===== config.mk =====
export PLATFORM = sky130hd
export DESIGN_NAME = line_burst_reader
export DESIGN_NICKNAME = d
export VERILOG_FILES = /design/src/rtl/line_burst_reader.sv
export SDC_FILE = /design/constraint.sdc
export NUM_CORES = 1
export LEC_CHECK = 0
export BUFFER_PORTS_ARGS = -buffer_cell sky130_fd_sc_hd__clkbuf_2
export CORE_MARGIN = 1.5
export CORE_UTILIZATION = 30
export DETAILED_ROUTE_END_ITERATION = 7
export GPL_ROUTABILITY_DRIVEN = 0
export PLACE_DENSITY = 0.58
export SLEW_MARGIN = 10
export SYNTH_ARGS = -nofsm -noshare
export SYNTH_HDL_FRONTEND = slang
export SYNTH_SLANG_ARGS = --single-unit

===== constraint.sdc =====
create_clock -name clk -period 3.8 [get_ports clk]
set_input_delay 0.57 -clock clk [delete_from_list [all_inputs] [get_ports clk]]
set_output_delay 0.57 -clock clk [all_outputs]
set_load 0.02 [all_outputs]

===== src/rtl/line_burst_reader.sv =====
`timescale 1ns/1ps
module line_burst_reader #(
  parameter int PIX_W    = 24,
  parameter int LINE_W   = 640,
  parameter int TRIG     = 250,
  parameter int LVL_W    = 10,
  parameter int SYNC_LEN = 100,
  localparam int CNT_W   = $clog2(LINE_W)
) (
  input  logic             clk,
  input  logic             rst_n,
  input  logic [LVL_W-1:0] fifo_level,
  input  logic             fifo_empty,
  input  logic [PIX_W-1:0] fifo_q,
  input  logic             vsync_in,
  output logic             fifo_rd,
  output logic [PIX_W-1:0] pix_data,
  output logic             pix_valid,
  output logic             frame_sync,
  output logic             img_en,
  output logic             underrun
);

  logic             rd_q;
  logic [CNT_W-1:0] rd_cnt;
  logic             rd_d1;
  logic             vs_s1, vs_s2;
  logic [SYNC_LEN+1:0] vs_sh;
  logic [1:0]       frame_cnt;

  assign fifo_rd = rd_q & ~fifo_empty;

  wire line_end  = fifo_rd && (rd_cnt == CNT_W'(LINE_W - 1));
  wire can_start = (fifo_level >= LVL_W'(TRIG)) && !fifo_empty;
  wire sync_edge = vs_sh[0] & ~vs_sh[1];
  wire sync_tail = vs_sh[SYNC_LEN] & ~vs_sh[SYNC_LEN+1];

  always_ff @(posedge clk or negedge rst_n) begin
    if (!rst_n) begin
      rd_q   <= 1'b0;
      rd_cnt <= '0;
    end else if (!rd_q) begin
      rd_cnt <= '0;
      if (can_start) rd_q <= 1'b1;
    end else if (line_end) begin
      rd_q   <= 1'b0;
      rd_cnt <= '0;
    end else if (fifo_rd) begin
      rd_cnt <= rd_cnt + 1'b1;
    end
  end

  always_ff @(posedge clk or negedge rst_n) begin
    if (!rst_n) begin
      rd_d1     <= 1'b0;
      pix_valid <= 1'b0;
      pix_data  <= '0;
      underrun  <= 1'b0;
    end else begin
      rd_d1     <= fifo_rd;
      pix_valid <= rd_d1;
      pix_data  <= fifo_q;
      if (rd_q && fifo_empty) underrun <= 1'b1;
    end
  end

  always_ff @(posedge clk or negedge rst_n) begin
    if (!rst_n) begin
      vs_s1      <= 1'b0;
      vs_s2      <= 1'b0;
      vs_sh      <= '0;
      frame_sync <= 1'b0;
      frame_cnt  <= '0;
      img_en     <= 1'b0;
    end else begin
      vs_s1 <= vsync_in;
      vs_s2 <= vs_s1;
      vs_sh <= {vs_sh[SYNC_LEN:0], vs_s2};
      if (sync_edge)      frame_sync <= 1'b1;
      else if (sync_tail) frame_sync <= 1'b0;
      if (sync_edge) begin
        frame_cnt <= frame_cnt + 1'b1;
        if (frame_cnt == 2'd3) img_en <= 1'b1;
      end
    end
  end

  p_no_read_when_empty_r4: assert property (@(posedge clk) disable iff (!rst_n)
    fifo_rd |-> !fifo_empty);

  p_start_level_r2: assert property (@(posedge clk) disable iff (!rst_n)
    $rose(rd_q) |-> ($past(fifo_level) >= LVL_W'(TRIG)));

  p_gap_after_line_r3: assert property (@(posedge clk) disable iff (!rst_n)
    line_end |=> !fifo_rd);

  p_valid_lag_r6: assert property (@(posedge clk) disable iff (!rst_n)
    pix_valid == $past(fifo_rd, 2));

  p_underrun_sticky_r5: assert property (@(posedge clk) disable iff (!rst_n)
    underrun |=> underrun);

  p_sync_set_r7: assert property (@(posedge clk) disable iff (!rst_n)
    sync_edge |=> frame_sync);

  p_img_en_sticky_r8: assert property (@(posedge clk) disable iff (!rst_n)
    img_en |=> img_en);

endmodule


==> results by group <==
Synthesis
  • Synth top area share: 0.8919
  • Unique masters post-synth: 33
  • Seq/Total Area, Yosys: 0.8919
  • Avg Synthesized Cell Area: 19.05 sq um
  • Post-Syn Area: 0.004096 sq mm
  • Seq cells post-synth: 146
  • Yosys warns: 0
  • Post-Syn Nets: 255
  • Synth top area cells: dfrtp_1, nand2_1, nand3_1, xnor2_1, ha_1
  • Synth area leader: dfrtp_1
  • Cells after Synth: 215

Layout
  • Commonest cells after routing, fill and taps aside: dfrtp_1, clkbuf_2, clkbuf_16
  • Storage cell area: 0.003654 sq mm
  • Area delta synth->final: 27.18%
  • Area taken by multi-input logic gates: 404.1 sq um
  • Nets@finish: 338
  • # diodes: 0
  • Layout cells sized above 1: 0.3248
  • # fillers: 1,229
  • Most common cell after layout, fill and taps aside: dfrtp_1

Drt
  • Drt pass-1 iters: 4
  • Final wirelength: 5949 microns
  • Wirelength per Cell: 12.22 microns
  • Vias per inst: 3.928
  • DR iter-0 viols: 108
  • DR vias: 1,913
  • Drc violations: 0
  • Antenna viol nets, final: 0

Power
  • Final Power: 0.003421 W
  • Peak supply drop: 0.3031 mV
  • Leakage: 2.559 nW
  • Power Dens Cells: 656.6 mW/mm^2

Floorplanning
  • Die Height: 119.9 microns
  • Die X: 119.9 microns
  • Die Footprint: 0.01437 sq mm
  • Core ar.: 0.01330 sq mm
  • Ports: 67
  • Starting Density: 0.3081
  • Site Rows: 42

Critical path
  • CP max FO: 14
  • WP data required: 3.23 ns
  • R2r worst-path depth: 4
  • Critical path class: reg2out
  • CP endpoint kind: primary output
  • Critical Path AT: 1.46 ns
  • CP Launch Type: register

Run status
  • Status: finished, final reports clean

Timing
  • Slew headroom: 0.3039
  • Final hold viol count: 0
  • Clock period minus worst slack: 2.034 ns
  • Number of setup violations in the final report: 0
  • Fmax: 0.4917 GHz
  • Setup total negative slack: 0 ns
  • Final worst-path cycle share: 0.5352
  • Worst Hold Slack: 0.2663 ns
  • Setup Skew: 0.004466 ns
  • RSZ-0062 raised after global routing: no
  • Slew @ Worst Pin: 1.044 ns
  • Slew Limit Fails: 0

Placement
  • Buffers on Ports: 65
  • Hpwl dp: 3372 microns

Clock tree
  • Root buffer cell: clkbuf_16
  • CTS HTree Levels: 4
  • Post-cts sizing count: 0
  • Num CTS Buffers: 17
  • Clock Pin Slew Worst Setup and Hold Paths: 0.06 ns
  • Maximum clock insertion buffer count: 2
  • Hold-fix buffers, CTS: 0
  • Worst-Skew Late Latency: 0.40 ns
  • Setup Buffers After CTS: 0
  • CTS Sinks: 146
  • CTS tree: built

Min path
  • Hold path depth: 1
  • HP Class: in2reg

Global routing
  • Total grt overflow: 0
  • Total track usage: 0.09408
  • Number of global-route vias before repair: 1,953
  • Largest net degree at the start of global routing: 123
  • Global-route wire length before repair: 10,010 microns
  • Initial antenna violation count: 0

Flow run
  • Max_cap viols: 0
[where the power goes]
group | leakage (nW) | switching [W] | internal, W | total, W
clock network | 0.275 | 0.000612 | 0.000939 | 0.00155
logic | 0.451 | 0.0000961 | 0.0000720 | 0.000168
registers | 1.83 | 0.0000651 | 0.00164 | 0.00170
total | 2.56 | 0.000773 | 0.00265 | 0.00342
[flip-flops by register name, indices dropped and copies added, names as in the netlist]
register and cells:
frame_cnt 2, frame_sync 1, img_en 1, pix_data 24, pix_valid 1, rd_cnt 10
rd_d1 1, rd_q 1, underrun 1, vs_s1 1, vs_s2 1, vs_sh 102
[worst max-delay path: stages (launching register included)]
cell and delay [ns]:
dfrtp_1 0.57, nand2b_1 0.19, inv_1 0.12, clkbuf_2 0.18
[cells in the mapped netlist]
cell and instances:
nand3_1 7, xor2_1 1, a41oi_2 1, buf_2 1, buf_6 1, a21o_1 2, mux2i_1 1, a21oi_1 2
xnor2_1 3, nor3_2 1, ha_1 2, dfrtp_1 146, and4_1 1, o21ai_1 2, a21boi_1 1, and4bb_1 1
or3_1 1, and3_1 2, nand2b_1 2, nor3_1 2, a32o_1 2, inv_1 5, nor2b_1 2, o31a_1 1
or2_2 1, nor2_1 1, nand4_1 2, nand4b_2 1, a31oi_1 2, nand2_1 10, and2_1 3, o21ai_0 4
clkbuf_1 1
[kinds of logic (layout without fill, tap and decap cells)]
| logic type | after synthesis | count (layout) | share of synthesized area |
|---|---|---|---|
| compound gates | 17 | 17 | 0.02932 |
| xor+xnor | 4 | 4 | 0.008554 |
| fa+ha+maj | 2 | 2 | 0.006108 |
| buf+inv | 8 | 104 | 0.009467 |
| flops | 146 | 146 | 0.8919 |
| mux | 1 | 1 | 0.002444 |
| simple gates | 37 | 37 | 0.05223 |
[path summary, 6_finish.rpt]
kind / start / end / slack (ns)
max: rd_q / fifo_rd / 1.77
min: fifo_q[3] / pix_data[3] / 0.27
max reg2reg: rd_cnt[0] / rd_cnt[9] / 2.28
min reg2reg: vs_s1 / vs_s2 / 0.35
max in group asynchronous: rst_n / vs_s1 / 2.69
min in group asynchronous: rst_n / pix_data[17] / 0.32
[stage by stage]
| step | util | instances | setup WS (ns) | instance area (sq um) |
|---|---|---|---|---|
| finish | 0.3919 | 487 | 1.766 | 5210 |
| global route | 0.3919 | 487 | 1.655 | 5210 |
| CTS | 0.3919 | 487 | 1.726 | 5210 |
| detailed placement | 0.3492 | 455 | 1.952 | 4643 |
| global placement | 0.3492 | 455 | 1.949 | 4643 |
| floorplan | - | 215 | 2.317 | 4096 |
[layer usage]
metal,routed length [microns],global-route usage,vias to the layer above
met2,2614,0.1218,49
li1,-,-,872
met3,316,0.04515,5
met5,0,0,-
met1,2951,0.1306,987
met4,68,0.04688,0
[final cells by class]
type	count	area share
flip-flops and latches	146	0.7012
clock buffers	21	0.08838
multi-input cells	61	0.07757
repair buffers	67	0.06652
well taps	176	0.04227
clock inverters	11	0.02041
inverters	5	0.003602
No activity file was read; power rests on OpenSTA's default activity.
